[config.mk]
export PLATFORM = sky130hd
export DESIGN_NAME = usb_ls_fs_tx
export DESIGN_NICKNAME = d
export VERILOG_FILES = /design/src/rtl/usb_tx_pkg.sv /design/src/rtl/usb_tx_bitclk.sv /design/src/rtl/usb_tx_crc16.sv /design/src/rtl/usb_tx_line.sv /design/src/rtl/usb_ls_fs_tx.sv
export SDC_FILE = /design/constraint.sdc
export NUM_CORES = 1
export LEC_CHECK = 0
export ABC_AREA = 1
export BUFFER_PORTS_ARGS = -buffer_cell sky130_fd_sc_hd__buf_2
export CAP_MARGIN = 10
export CORE_MARGIN = 3
export CORE_UTILIZATION = 45
export CTS_CLUSTER_SIZE = 28
export DETAILED_ROUTE_END_ITERATION = 6
export GPL_TIMING_DRIVEN = 0
export MAX_ROUTING_LAYER = met4
export PLACE_DENSITY_LB_ADDON = 0.1
export SKIP_CTS_REPAIR_TIMING = 1
export SLEW_MARGIN = 10
export SYNTH_ARGS = -nofsm -noshare
export SYNTH_HDL_FRONTEND = slang
export SYNTH_SLANG_ARGS = --single-unit
export TNS_END_PERCENT = 30
[constraint.sdc]
create_clock -name clk -period 1.72 [get_ports clk]
set_clock_uncertainty 0.2 [all_clocks]
set_input_delay 0.344 -clock clk [delete_from_list [all_inputs] [get_ports clk]]
set_output_delay 0.344 -clock clk [all_outputs]
set_load 0.005 [all_outputs]
[src/rtl/usb_tx_pkg.sv]
package usb_tx_pkg;

  typedef enum logic [3:0] {
    PH_IDLE, PH_SYNC, PH_PID, PH_DATA, PH_CRC,
    PH_EOP_SE0, PH_EOP_J, PH_RST, PH_DONE
  } phase_t;

  typedef enum logic [1:0] {SYM_OFF, SYM_SE0, SYM_J, SYM_BIT} sym_t;

  localparam logic [7:0]  SYNC_PATTERN = 8'h80;
  localparam logic [15:0] CRC16_POLY   = 16'h8005;
  localparam logic [15:0] CRC16_SEED   = 16'hFFFF;
  localparam logic [2:0]  STUFF_RUN    = 3'd6;

  // identifier byte: value low, its complement high
  function automatic logic [7:0] pid_byte(input logic [3:0] p);
    return {~p, p};
  endfunction

  // one serial CRC16 step, MSB-first register, data bit in wire order
  function automatic logic [15:0] crc16_step(input logic [15:0] c, input logic b);
    logic fb;
    fb = b ^ c[15];
    return {c[14:0], 1'b0} ^ (fb ? CRC16_POLY : 16'h0000);
  endfunction

endpackage

[src/rtl/usb_tx_bitclk.sv]
module usb_tx_bitclk #(
  parameter int FS_CLKS = 4,
  parameter int LS_MULT = 8
) (
  input  logic clk,
  input  logic rst_n,
  input  logic restart,
  input  logic low_speed,
  output logic tick
);
  localparam int LS_CLKS = FS_CLKS * LS_MULT;
  localparam int CW      = (LS_CLKS > 1) ? $clog2(LS_CLKS) : 1;
  localparam logic [CW-1:0] FS_LAST = CW'(FS_CLKS - 1);
  localparam logic [CW-1:0] LS_LAST = CW'(LS_CLKS - 1);

  logic [CW-1:0] cnt;
  logic [CW-1:0] last;

  assign last = low_speed ? LS_LAST : FS_LAST;
  assign tick = (cnt == last);

  always_ff @(posedge clk) begin
    if (!rst_n || restart) cnt <= '0;
    else if (tick)         cnt <= '0;
    else                   cnt <= cnt + 1'b1;
  end
endmodule

[src/rtl/usb_tx_crc16.sv]
module usb_tx_crc16 import usb_tx_pkg::*; (
  input  logic clk,
  input  logic rst_n,
  input  logic clear,
  input  logic update,
  input  logic data_bit,
  input  logic shift,
  output logic crc_bit
);
  logic [15:0] crc_q;

  // reflected-and-inverted output, taken MSB first from the register
  assign crc_bit = ~crc_q[15];

  always_ff @(posedge clk) begin
    if (!rst_n || clear) crc_q <= CRC16_SEED;
    else if (update)     crc_q <= crc16_step(crc_q, data_bit);
    else if (shift)      crc_q <= {crc_q[14:0], 1'b1};
  end
endmodule

[src/rtl/usb_tx_line.sv]
module usb_tx_line import usb_tx_pkg::*; (
  input  logic clk,
  input  logic rst_n,
  input  logic tick,
  input  logic start,
  input  logic low_speed,
  input  sym_t sym,
  input  logic bit_in,
  output logic stuff_now,
  output logic tx_en,
  output logic tx_se0,
  output logic tx_dat
);
  logic       lvl_j;
  logic [2:0] ones;
  logic       en_q, se0_q;

  assign stuff_now = (sym == SYM_BIT) && (ones == STUFF_RUN);

  always_ff @(posedge clk) begin
    if (!rst_n) begin
      en_q  <= 1'b0;
      se0_q <= 1'b0;
      lvl_j <= 1'b1;
      ones  <= '0;
    end else if (start) begin
      lvl_j <= 1'b1;
      ones  <= '0;
    end else if (tick) begin
      case (sym)
        SYM_OFF: begin
          en_q  <= 1'b0;
          se0_q <= 1'b0;
          lvl_j <= 1'b1;
          ones  <= '0;
        end
        SYM_SE0: begin
          en_q  <= 1'b1;
          se0_q <= 1'b1;
          ones  <= '0;
        end
        SYM_J: begin
          en_q  <= 1'b1;
          se0_q <= 1'b0;
          lvl_j <= 1'b1;
          ones  <= '0;
        end
        default: begin
          en_q  <= 1'b1;
          se0_q <= 1'b0;
          if (stuff_now || !bit_in) begin
            lvl_j <= ~lvl_j;
            ones  <= '0;
          end else begin
            ones  <= ones + 1'b1;
          end
        end
      endcase
    end
  end

  assign tx_en  = en_q;
  assign tx_se0 = se0_q;
  assign tx_dat = en_q && !se0_q && (lvl_j ^ low_speed);
endmodule

[src/rtl/usb_ls_fs_tx.sv]
module usb_ls_fs_tx import usb_tx_pkg::*; #(
  parameter int FS_CLKS    = 4,
  parameter int LS_MULT    = 8,
  parameter int RESET_BITS = 1200
) (
  input  logic       clk,
  input  logic       rst_n,
  input  logic       start,
  input  logic [1:0] cmd,
  input  logic [3:0] pid,
  input  logic       low_speed,
  input  logic       with_payload,
  input  logic       add_crc,
  input  logic       rx_busy,
  input  logic [7:0] byte_data,
  input  logic       byte_valid,
  input  logic       byte_last,
  output logic       byte_ready,
  output logic       busy,
  output logic       tx_en,
  output logic       tx_se0,
  output logic       tx_dat
);
  localparam int RCW = $clog2(RESET_BITS + 1);
  localparam logic [RCW-1:0] RST_LAST = RCW'(RESET_BITS - 1);

  phase_t         phase;
  logic [3:0]     idx;
  logic [7:0]     sh;
  logic [3:0]     pid_q;
  logic           ls_q, crc_q, pay_q, last_q;
  logic [RCW-1:0] rst_cnt;

  logic bit_tick, stuff_now, crc_bit;
  logic start_ok, advance, byte_end, need_byte;
  sym_t sym;
  logic sym_bit;

  assign start_ok  = start && (phase == PH_IDLE) && !rx_busy;
  assign advance   = bit_tick && !stuff_now;
  assign byte_end  = (idx[2:0] == 3'd7);
  assign need_byte = advance && byte_end &&
                     (((phase == PH_PID) && pay_q) || ((phase == PH_DATA) && !last_q));
  assign byte_ready = need_byte;
  assign busy       = (phase != PH_IDLE);

  always_comb begin
    sym     = SYM_OFF;
    sym_bit = 1'b0;
    case (phase)
      PH_SYNC, PH_PID, PH_DATA: begin sym = SYM_BIT; sym_bit = sh[0]; end
      PH_CRC:                   begin sym = SYM_BIT; sym_bit = crc_bit; end
      PH_EOP_SE0, PH_RST:       sym = SYM_SE0;
      PH_EOP_J:                 sym = SYM_J;
      default:                  sym = SYM_OFF;
    endcase
  end

  usb_tx_bitclk #(.FS_CLKS(FS_CLKS), .LS_MULT(LS_MULT)) u_bitclk (
    .clk(clk), .rst_n(rst_n), .restart(start_ok), .low_speed(ls_q), .tick(bit_tick)
  );

  usb_tx_crc16 u_crc (
    .clk(clk), .rst_n(rst_n), .clear(start_ok),
    .update(advance && (phase == PH_DATA)), .data_bit(sh[0]),
    .shift(advance && (phase == PH_CRC)), .crc_bit(crc_bit)
  );

  usb_tx_line u_line (
    .clk(clk), .rst_n(rst_n), .tick(bit_tick), .start(start_ok), .low_speed(ls_q),
    .sym(sym), .bit_in(sym_bit), .stuff_now(stuff_now),
    .tx_en(tx_en), .tx_se0(tx_se0), .tx_dat(tx_dat)
  );

  always_ff @(posedge clk) begin
    if (!rst_n) begin
      phase   <= PH_IDLE;
      idx     <= '0;
      sh      <= '0;
      pid_q   <= '0;
      ls_q    <= 1'b0;
      crc_q   <= 1'b0;
      pay_q   <= 1'b0;
      last_q  <= 1'b0;
      rst_cnt <= '0;
    end else if (start_ok) begin
      pid_q   <= pid;
      crc_q   <= add_crc;
      pay_q   <= with_payload;
      last_q  <= 1'b0;
      idx     <= '0;
      rst_cnt <= '0;
      sh      <= SYNC_PATTERN;
      ls_q    <= cmd[1] ? 1'b0 : low_speed;
      if (cmd[1])      phase <= PH_RST;
      else if (cmd[0]) phase <= PH_EOP_SE0;
      else             phase <= PH_SYNC;
    end else if (advance) begin
      case (phase)
        PH_SYNC: begin
          sh  <= {1'b0, sh[7:1]};
          idx <= idx + 1'b1;
          if (byte_end) begin
            sh    <= pid_byte(pid_q);
            idx   <= '0;
            phase <= PH_PID;
          end
        end
        PH_PID, PH_DATA: begin
          sh  <= {1'b0, sh[7:1]};
          idx <= idx + 1'b1;
          if (byte_end) begin
            idx <= '0;
            if (need_byte) begin
              if (byte_valid) begin
                sh     <= byte_data;
                last_q <= byte_last;
                phase  <= PH_DATA;
              end else begin
                phase  <= PH_EOP_SE0;
              end
            end else begin
              phase <= crc_q ? PH_CRC : PH_EOP_SE0;
            end
          end
        end
        PH_CRC: begin
          idx <= idx + 1'b1;
          if (idx == 4'd15) begin
            idx   <= '0;
            phase <= PH_EOP_SE0;
          end
        end
        PH_EOP_SE0: begin
          idx <= idx + 1'b1;
          if (idx[0]) begin
            idx   <= '0;
            phase <= PH_EOP_J;
          end
        end
        PH_EOP_J: phase <= PH_DONE;
        PH_RST: begin
          rst_cnt <= rst_cnt + 1'b1;
          if (rst_cnt == RST_LAST) phase <= PH_DONE;
        end
        PH_DONE: phase <= PH_IDLE;
        default: phase <= PH_IDLE;
      endcase
    end
  end
endmodule

==> metrics.cfg, run 1 <==
[route]
vias_per_cell=4.99
drcViolationCount=0
final_antenna_net_count=0
drt_iter0_drc=143
avgRoutedWirePerCell_um=12.3
drt_first_pass_iters=4
routed_wl_mm=7.54
vias=3056

[setup_path]
slowest_stage=dfxtp_4
crit_fanout=2
worstSetupStartpointType=register
cp_slowest_stage_delay_ns=0.36
cp_data_arrival_time_ns=1.46
cp_data_required_time_ns=1.18
cp-end-kind=output pin
crit_type=reg -> out
crit_path_cell_trace=ha_4, ha_4, nand3_4, nor2_4, nand3_4, inv_2, buf_2

[yosys]
synthArstFlopShare_pct=0
synth_cell_type_count=43
synthCells=452
avgSynthCellArea_um2=7.14
synth_edf_count=0
yosys_warnings=0
synth_area_um2=3230
synth_largest_area_cell=dfxtp_1
synth_nets=482
synth_area_leaders=dfxtp_1 (38%), nand2_1 (13%), nor2_1 (6.7%)
synth_top_area_share_pct=38.5
ys.flop_type=dfxtp_1
synth_seq_cells=62
synth_seq_area_share_pct=38.5

[placed_design]
dp_hpwl_mm=5.22
gp_congestion=0.908
place_inst=575
place_ws_ns=-0.246
port_buffers=27

[final_layout]
final_core_utilization_pct=59.1
diodes=0
drive_gt1_share_pct=27.5
layout.nets=542
area_growth_pct=25.7
fill_cells=655
final_cell_count_no_fill=613

[global_routing]
grt_pass1_wl_mm=12.4
busiest_layer=met2
grt.met3_usage_pct=5.75
overflow=0
track_usage_pct=19.0
grt_util_met2_pct=27.7
grt_max_degree=12
grt_pass1_vias=2687
antenna_found_initial=0
grt_util_met1_pct=24.7

[clocking]
clockBufferDepth=2
numCtsBuffers=9
clock_sinks=62
cts_tree=built
clock_tree.root_cell=clkbuf_8
ctsHtreeMaxLevel=3
path_clk_slew_ns=0.07
clk_latency_ns=0.35

[floorplanning]
die_h_um=90.7
initial_core_util_pct=47.0
rows=30
die_w_um=90.7
fp.coreArea_um2=6870
pin_count=28
die-area_um2=8220

[flow_run]
cap_violations=0

[timing]
period_minus_slack_ns=2.00
finalHoldViolCount=0
setup_slack_ns=-0.279
fin_crit_sh_pct=116
final-setup-viol-count=63
relSlewSlack_pct=74.3
worst_pin_slew_ns=0.385
final-max-slew-violation-count=0
rsz0062_at_grt=true
fmax_mhz=500

[pwr]
p_total_mw=3.09
power_density_nw_per_um2=761
max-vdd-ir-drop_uv=496
p_leak_nw=1.68

[outcome]
violations=negative setup slack
status=finished, violations left

[hold_path]
hold_class=in -> reg

[cells in the final DEF, fill, tap and decap left out, types with 6 or more instances in the layout]
cell type	synthesis	routed
nand2_1	108	103
nor2_1	58	53
dfxtp_1	62	52
nand3_1	41	39
inv_1	37	33
a21oi_1	30	28
buf_2	6	28
o21ai_0	31	26
buf_4	1	23
clkbuf_8	0	10
nor2_4	4	8
buf_6	3	7
o21ai_1	2	7
inv_2	5	7
dfxtp_2	0	6
[layer usage]
metal | part of all wire, % | wire length [um]
met5 | 0 | 0
met4 | 2.7 | 204
met3 | 4.6 | 349
met2 | 45 | 3400
met1 | 47 | 3580
[registers in the layout (all words and copies together), names as in the netlist]
name           count
crc_q              1
idx                4
last_q             1
ls_q               1
pay_q              1
phase              4
pid_q              4
rst_cnt           11
sh                 8
u_bitclk.cnt       5
u_crc.crc_q       16
u_line.lvl_j       1
u_line.ones        3
u_line.tx_en       1
u_line.tx_se0      1
[final timing paths]
check,start,slack (ns),depth (start not counted),endpoint
min,pid[3],0.02,3,pid_q[3]$_SDFFE_PN0P_
max,idx[0]$_SDFFE_PP0P_,-0.28,7,byte_ready
min reg2reg,u_bitclk.cnt[0]$_SDFF_PP0_,0.24,1,u_bitclk.cnt[0]$_SDFF_PP0_
max reg2reg,u_bitclk.cnt[3]$_SDFF_PP0_,-0.27,11,phase[2]$_SDFFE_PN0P_
[Yosys cell counts (4+ instances only)]
master and n:
nor2_1 58, inv_1 37, nand4_1 5, nor3_1 5, nand3_1 41, nor2_4 4
nor2_2 4, o21ai_0 31, inv_2 5, nand2_1 108, ha_1 7, a21oi_1 30
buf_2 6, dfxtp_1 62, xor2_1 5
[kinds of logic after synthesis]
logic type,count (synthesis),synth area share (%)
AND/OR/NAND/NOR,245,36.3
AO/OA/AOI/OAI,75,12.9
buffers and inverters,56,7.79
adder cells (fa/ha/maj),7,2.71
flip-flops,62,38.5
XOR/XNOR,7,1.90
[per-stage QoR]
| step | TNS, ns | hold slack (ns) | instance area, um^2 |
|---|---|---|---|
| after global placement | -7.46 | 0.235 | 3520 |
| after floorplan | 0 | 0.218 | 3270 |
| after detailed placement | -7.88 | 0.240 | 3520 |
| after global routing | -14.84 | 0.0117 | 4060 |
| final | -8.46 | 0.0204 | 4060 |
| after CTS | -9.60 | 0.00219 | 3700 |
[cell type report]
cell class | count | area (um^2) | share of cell area [%]
flip-flops and latches | 62 | 1260 | 31.2
inverters | 44 | 180 | 4.44
clock buffers | 10 | 138 | 3.39
multi-input cells | 334 | 1880 | 46.4
well taps | 96 | 120 | 2.96
plain buffers | 12 | 118 | 2.90
repair buffers | 49 | 318 | 7.83
clock inverters | 6 | 37.5 | 0.925
[power breakdown]
part / switching (mW) / total [mW] / internal, mW / leakage (nW)
Clock: 0.591 / 1.14 / 0.553 / 0.0841
Combinational: 0.256 / 0.441 / 0.185 / 1.09
Sequential: 0.0334 / 1.50 / 1.47 / 0.507
[critical path: cells and delay by family, from the launching register on]
kind | cells | cell delay [ns]
AND/OR/NAND/NOR | 3 | 0.33
adder cells (fa/ha/maj) | 2 | 0.29
flip-flops | 1 | 0.36
buffers and inverters | 2 | 0.14
(Power assumes the default switching activity.)
==> run 2, diff against run 1 <==
==> constraint.sdc (replaced) <==
create_clock -name clk -period 1.6 [get_ports clk]
set_clock_uncertainty 0.2 [all_clocks]
set_input_delay 0.32 -clock clk [delete_from_list [all_inputs] [get_ports clk]]
set_output_delay 0.32 -clock clk [all_outputs]
set_load 0.005 [all_outputs]
==> metrics.cfg, run 2 (synthesis gave the netlist of run 1 again) <==
[outcome]
status=finished, violations left  ; unchanged
violations=negative hold slack, negative setup slack  ; was negative setup slack

[clocking]
clock_tree.root_cell=clkbuf_8  ; unchanged
cts_tree=built  ; unchanged
clock_sinks=62  ; unchanged
clockBufferDepth=2  ; unchanged
ctsHtreeMaxLevel=3  ; unchanged
path_clk_slew_ns=0.07  ; about the same
clk_latency_ns=0.34  ; was 0.35 ns
numCtsBuffers=9  ; unchanged

[floorplanning]
die-area_um2=8220  ; unchanged
pin_count=28  ; unchanged
die_h_um=90.7  ; unchanged
initial_core_util_pct=47.0  ; unchanged
die_w_um=90.7  ; unchanged
rows=30  ; unchanged
fp.coreArea_um2=6870  ; unchanged

[route]
drcViolationCount=0  ; unchanged
routed_wl_mm=8.34  ; was 7.54 mm
drt_first_pass_iters=4  ; unchanged
drt_iter0_drc=112  ; was 143
vias=3192  ; was 3056
final_antenna_net_count=0  ; unchanged
vias_per_cell=5.07  ; was 4.99
avgRoutedWirePerCell_um=13.2  ; was 12.3 um

[setup_path]
crit_fanout=4  ; was 2
cp_num_buf_inv=2  ; unchanged
r2r_slack_ns=-0.35  ; was -0.27 ns
crit_type=reg -> out  ; unchanged
cp-end-kind=output pin  ; unchanged
cp_data_required_time_ns=1.08  ; was 1.18 ns
cp_slowest_stage_delay_ns=0.38  ; was 0.36 ns
worstSetupStartpointType=register  ; unchanged
cp_top_family=flip-flops  ; unchanged
slowest_stage=dfxtp_4  ; unchanged
cp_data_arrival_time_ns=1.52  ; was 1.46 ns
crit_path_cell_trace=ha_4, ha_4, nand3_4, nor2_4, nand3_4, inv_2, buf_2  ; unchanged

[global_routing]
overflow=0  ; unchanged
grt_pass1_vias=2694  ; was 2687
grt_pass1_wl_mm=12.4  ; about the same
grt_max_degree=12  ; unchanged
antenna_found_initial=0  ; unchanged
track_usage_pct=19.0  ; about the same

[timing]
final-max-slew-violation-count=0  ; unchanged
relSlewSlack_pct=70.7  ; was 74.3%
rsz0062_at_grt=true  ; unchanged
fmax_mhz=489
fin_crit_sh_pct=128
period_minus_slack_ns=2.04
finalHoldViolCount=2  ; was 0
final-setup-viol-count=65  ; was 63
worst_pin_slew_ns=0.439  ; was 0.385 ns
fin_hold_ws_ns=-0.00350  ; was 0.0204 ns
setup_slack_ns=-0.444  ; was -0.279 ns

[final_layout]
top_register=u_crc.crc_q  ; unchanged
layout.nets=559  ; was 542
multiInputGateArea_um2=2070  ; was 1880 um^2
largest_register_ffs=16  ; unchanged
final_common_cell=nand2_1  ; unchanged
final_core_utilization_pct=66.1  ; was 59.1%
reg.largest.list=u_crc.crc_q (16), rst_cnt (11), sh (8)  ; unchanged
final_cell_count_no_fill=630  ; was 613
layout_common_cells=nand2_1 (92), dfxtp_1 (50), nor2_1 (47)  ; was nand2_1 (103), nor2_1 (53), dfxtp_1 (52)
fill_cells=594  ; was 655
regArea_um2=1270  ; was 1260 um^2
diodes=0  ; unchanged
drive_gt1_share_pct=37.5  ; was 27.5%
area_growth_pct=40.7  ; was 25.7%

[placed_design]
place_ws_ns=-0.408  ; was -0.246 ns
place_inst=575  ; unchanged
gp_congestion=0.852  ; was 0.908
port_buffers=27  ; unchanged
dp_hpwl_mm=5.39  ; was 5.22 mm

[pwr]
p_total_mw=4.10  ; was 3.09 mW
p_leak_nw=1.85  ; was 1.68 nW
max-vdd-ir-drop_uv=605  ; was 496 uV
power_density_nw_per_um2=903  ; was 761 nW/um^2

[flow_run]
cap_violations=0  ; unchanged

[hold_path]
hold_class=in -> reg  ; unchanged

==> run 2: changes by cell type in the layout (fill, tap and decap cells not counted), moves of 5 or more <==
cell,delta
buf_4,+11
inv_1,-5
nand2_1,-11
nand2_2,+7
nand3_1,-6
nand3_2,+5
nor2_1,-6
o21ai_0,-5
==> run 2: cell type report <==
type                            count  area share (%)
Multi-Input combinational cell    334            45.5
Sequential cell                    62            28.1
Timing Repair Buffer               66            10.7
Inverter                           44            4.24
Clock buffer                       11            3.34
Clock inverter                      5            2.84
Tap cell                           96            2.65
Buffer                             11            2.48
Timing Repair inverter              1           0.165
==> run 2: path summary, 6_finish.rpt <==
path / cells past startpoint / start / endpoint
setup / recovery: 7 / idx[1]$_SDFFE_PP0P_ / byte_ready
hold / removal: 3 / pid[3] / pid_q[3]$_SDFFE_PN0P_
setup reg to reg: 10 / phase[3]$_SDFFE_PN0P_ / phase[1]$_SDFFE_PN0P_
hold reg to reg: 1 / u_bitclk.cnt[0]$_SDFF_PP0_ / u_bitclk.cnt[0]$_SDFF_PP0_
==> run 2: worst register-to-register path, stage by stage, from the launching register on <==
cell	delay, ns
dfxtp_4	0.36
nor2_4	0.21
buf_4	0.15
nand2_2	0.08
nor3_4	0.23
buf_4	0.17
inv_1	0.07
buf_4	0.17
nand2_1	0.07
nand2_1	0.05
a21oi_1	0.12
==> run 2: per-stage QoR <==
| stage | TNS, ns | instance area [um^2] |
|---|---|---|
| 2_1_floorplan | -1.23 | 3330 |
| 3_3_place_gp | -13.26 | 3590 |
| 3_5_place_dp | -14.57 | 3590 |
| 4_1_cts | -16.68 | 3870 |
| 5_1_grt | -20.73 | 4540 |
| 6_report | -15.22 | 4540 |
==> run 2: power breakdown <==
| part | switching, mW | internal [mW] |
|---|---|---|
| sequential | 0.0414 | 1.58 |
| combinational | 0.317 | 0.237 |
| clock | 0.645 | 1.28 |
==> run 2: metal layers <==
layer	GRT usage (%)	vias to the layer above	wire (um)	part of all wire, %
li1	-	1635	-	-
met1	26.3	1502	4040	48
met2	27.9	43	3930	47
met3	2.67	12	237	2.8
met4	7.78	0	138	1.7
met5	-	-	0	0
==> run 3, diff against run 2 <==
--- a/config.mk
+++ b/config.mk
@@ -5,7 +5,6 @@
 export SDC_FILE = /design/constraint.sdc
 export NUM_CORES = 1
 export LEC_CHECK = 0
-export ABC_AREA = 1
 export BUFFER_PORTS_ARGS = -buffer_cell sky130_fd_sc_hd__buf_2
 export CAP_MARGIN = 10
 export CORE_MARGIN = 3
==> metrics.cfg, run 3 <==
[outcome]
status=finished, violations left  ; unchanged
violations=negative setup slack  ; was negative hold slack, negative setup slack

[final_layout]
fill_cells=575  ; was 594
multiInputGateArea_um2=2070  ; unchanged
final_core_utilization_pct=63.7  ; was 66.1%
final_common_cell=nand2_1  ; unchanged
area_growth_pct=34.5  ; was 40.7%
drive_gt1_share_pct=35.2  ; was 37.5%
fin_area_um2=4140  ; was 4540 um^2
top_register=u_crc.crc_q  ; unchanged
reg.largest.list=u_crc.crc_q (16), rst_cnt (11), sh (8)  ; unchanged
layout_common_cells=nand2_1 (70), dfxtp_1 (49), buf_2 (32)  ; was nand2_1 (92), dfxtp_1 (50), nor2_1 (47)
largest_register_ffs=16  ; unchanged
layout.nets=471  ; was 559
final_cell_count_no_fill=523  ; was 630
diodes=0  ; unchanged
regArea_um2=1270  ; about the same

[route]
drt_first_pass_iters=5  ; was 4
vias_per_cell=5.85  ; was 5.07
routed_wl_mm=8.28  ; was 8.34 mm
drcViolationCount=0  ; unchanged
avgRoutedWirePerCell_um=15.8  ; was 13.2 um
drt_iter0_drc=203  ; was 112
final_antenna_net_count=0  ; unchanged
vias=3058  ; was 3192

[clocking]
numCtsBuffers=9  ; unchanged
clockBufferDepth=2  ; unchanged
ctsHtreeMaxLevel=3  ; unchanged
clock_tree.root_cell=clkbuf_8  ; unchanged
clock_sinks=62  ; unchanged
cts_tree=built  ; unchanged
path_clk_slew_ns=0.08  ; was 0.07 ns
clk_latency_ns=0.35  ; was 0.34 ns

[setup_path]
cp_data_required_time_ns=1.08  ; about the same
r2r-end=phase[1]$_SDFFE_PN0P_  ; unchanged
cp-end-kind=output pin  ; unchanged
r2r_cells=6  ; was 10
cp_data_arrival_time_ns=1.75  ; was 1.52 ns
r2r_start=u_bitclk.cnt[4]$_SDFF_PP0_  ; was phase[3]$_SDFFE_PN0P_
crit_type=reg -> out  ; unchanged
r2r_slack_ns=-0.56  ; was -0.35 ns
crit_fanout=3  ; was 4
worstSetupStartpointType=register  ; unchanged

[hold_path]
whs_path_depth=3  ; unchanged
hp-start=pid[3]  ; unchanged
hold_class=in -> reg  ; unchanged
hold_end=pid_q[3]$_SDFFE_PN0P_  ; unchanged

[yosys]
synth_seq_cells=62  ; unchanged
synth_area_leaders=dfxtp_1 (40%), nand2_1 (9.5%), nand3_1 (4.7%)  ; was dfxtp_1 (38%), nand2_1 (13%), nor2_1 (6.7%)
synth_seq_area_share_pct=40.4  ; was 38.5%
ys.flop_type=dfxtp_1  ; unchanged
synth_cell_type_count=52  ; was 43
synth_largest_area_cell=dfxtp_1  ; unchanged
synthTopCellsByCount=nand2_1 (78), dfxtp_1 (62), nand3_1 (29)  ; was nand2_1 (108), dfxtp_1 (62), nor2_1 (58)
yosysMostFrequentCell=nand2_1  ; unchanged
synth_edf_count=0  ; unchanged
avgSynthCellArea_um2=8.05  ; was 7.14 um^2
synthCells=382  ; was 452
synthArstFlopShare_pct=0  ; unchanged
yosys_warnings=0  ; unchanged
synth_nets=412  ; was 482
synth_area_um2=3070  ; was 3230 um^2
synth_top_area_share_pct=40.4  ; was 38.5%

[floorplanning]
fp.coreArea_um2=6490  ; was 6870 um^2
die_w_um=88.7  ; was 90.7 um
rows=29  ; was 30
die_h_um=88.7  ; was 90.7 um
die-area_um2=7860  ; was 8220 um^2
pin_count=28  ; unchanged
initial_core_util_pct=47.3  ; was 47.0%

[global_routing]
antenna_found_initial=0  ; unchanged
track_usage_pct=21.7  ; was 19.0%
grt_pass1_vias=2695  ; was 2694
overflow=0  ; unchanged
grt_pass1_wl_mm=12.8  ; was 12.4 mm
grt_max_degree=14  ; was 12

[pwr]
power_density_nw_per_um2=871  ; was 903 nW/um^2
max-vdd-ir-drop_uv=609  ; was 605 uV
p_total_mw=3.60  ; was 4.10 mW
p_leak_nw=1.55  ; was 1.85 nW

[flow_run]
cap_violations=0  ; unchanged

[timing]
worst_pin_slew_ns=0.707  ; was 0.439 ns
fmax_mhz=441  ; was 489 MHz
period_minus_slack_ns=2.27  ; was 2.04 ns
final-max-slew-violation-count=0  ; unchanged
setup_slack_ns=-0.667  ; was -0.444 ns
finalHoldViolCount=0  ; was 2
fin_hold_ws_ns=0.00590  ; was -0.00350 ns
rsz0062_at_grt=true  ; unchanged
relSlewSlack_pct=52.8  ; was 70.7%
final-setup-viol-count=65  ; unchanged
fin_crit_sh_pct=142  ; was 128%

[placed_design]
dp_hpwl_mm=5.39  ; about the same
dpl-instance-area_um2=3540  ; was 3590 um^2
port_buffers=27  ; unchanged
place_inst=486  ; was 575
gp_congestion=0.882  ; was 0.852

## run 3: cell count changes after synthesis, sizes merged, moves of 6 or more
cell,before,now
nand3,41,29
clkbuf,2,11
inv,44,8
nor2,67,19
o21ai,35,24
nand2,115,78
a31oi,2,8
## run 3: metrics by stage
step / setup slack (ns) / TNS [ns]
CTS: -0.965 / -37.63
global route: -0.720 / -31.63
finish: -0.667 / -25.15
global placement: -0.963 / -35.36
floorplan: -0.372 / -17.68
detailed placement: -0.965 / -36.28
## run 3: per-layer routing
| layer | track usage, % | up-vias | wire length [um] |
|---|---|---|---|
| met3 | 6.05 | 16 | 446 |
| met5 | - | - | 0 |
| met4 | 5.36 | 0 | 108 |
| met1 | 27.5 | 1457 | 3730 |
| met2 | 34.1 | 87 | 3990 |
| li1 | - | 1498 | - |
## run 3: worst max-delay path by stage
stage                                      from                     to  slack (ns)
global route        u_line.ones[0]$_SDFFE_PP0P_             byte_ready       -0.72
floorplan            u_bitclk.cnt[4]$_SDFF_PP0_  phase[0]$_SDFFE_PN0P_       -0.37
CTS                       phase[0]$_SDFFE_PN0P_  phase[2]$_SDFFE_PN0P_       -0.96
detailed placement        phase[0]$_SDFFE_PN0P_  phase[2]$_SDFFE_PN0P_       -0.97
finish              u_line.ones[0]$_SDFFE_PP0P_             byte_ready       -0.67
global placement          phase[0]$_SDFFE_PN0P_  phase[2]$_SDFFE_PN0P_       -0.96
## run 3: power breakdown
group,total [mW],internal (mW),switching (mW)
Sequential,1.62,1.58,0.0438
Clock,1.43,0.738,0.691
Combinational,0.549,0.235,0.314
## run 3: final cells by class
class / instances / area share, %
Buffer: 20 / 4.30
Clock buffer: 9 / 3.00
Clock inverter: 7 / 1.88
Inverter: 8 / 0.726
Multi-Input combinational cell: 293 / 50.0
Sequential cell: 62 / 30.7
Tap cell: 77 / 2.33
Timing Repair Buffer: 47 / 7.14
## run 3: kinds of logic (layout without fill, tap and decap cells)
logic type	count (synthesis)	in the layout	share of synthesized area [%]
AOI/OAI and AO/OA	88	88	17.7
xor gates and xnor gates	9	9	2.56
buffers and inverters	28	91	3.79
and+or+nand+nor	185	186	31.8
DFF	62	62	40.4
muxes	3	3	0.977
adders and majority gates	7	7	2.85
## run 3: critical path, cell delays in order, from the launching register on
cell and delay, ns:
dfxtp_2 0.33, inv_2 0.07, ha_4 0.13, nand2_4 0.05, or4b_4 0.56, nand3_4 0.10, nor2_2 0.04, buf_2 0.12
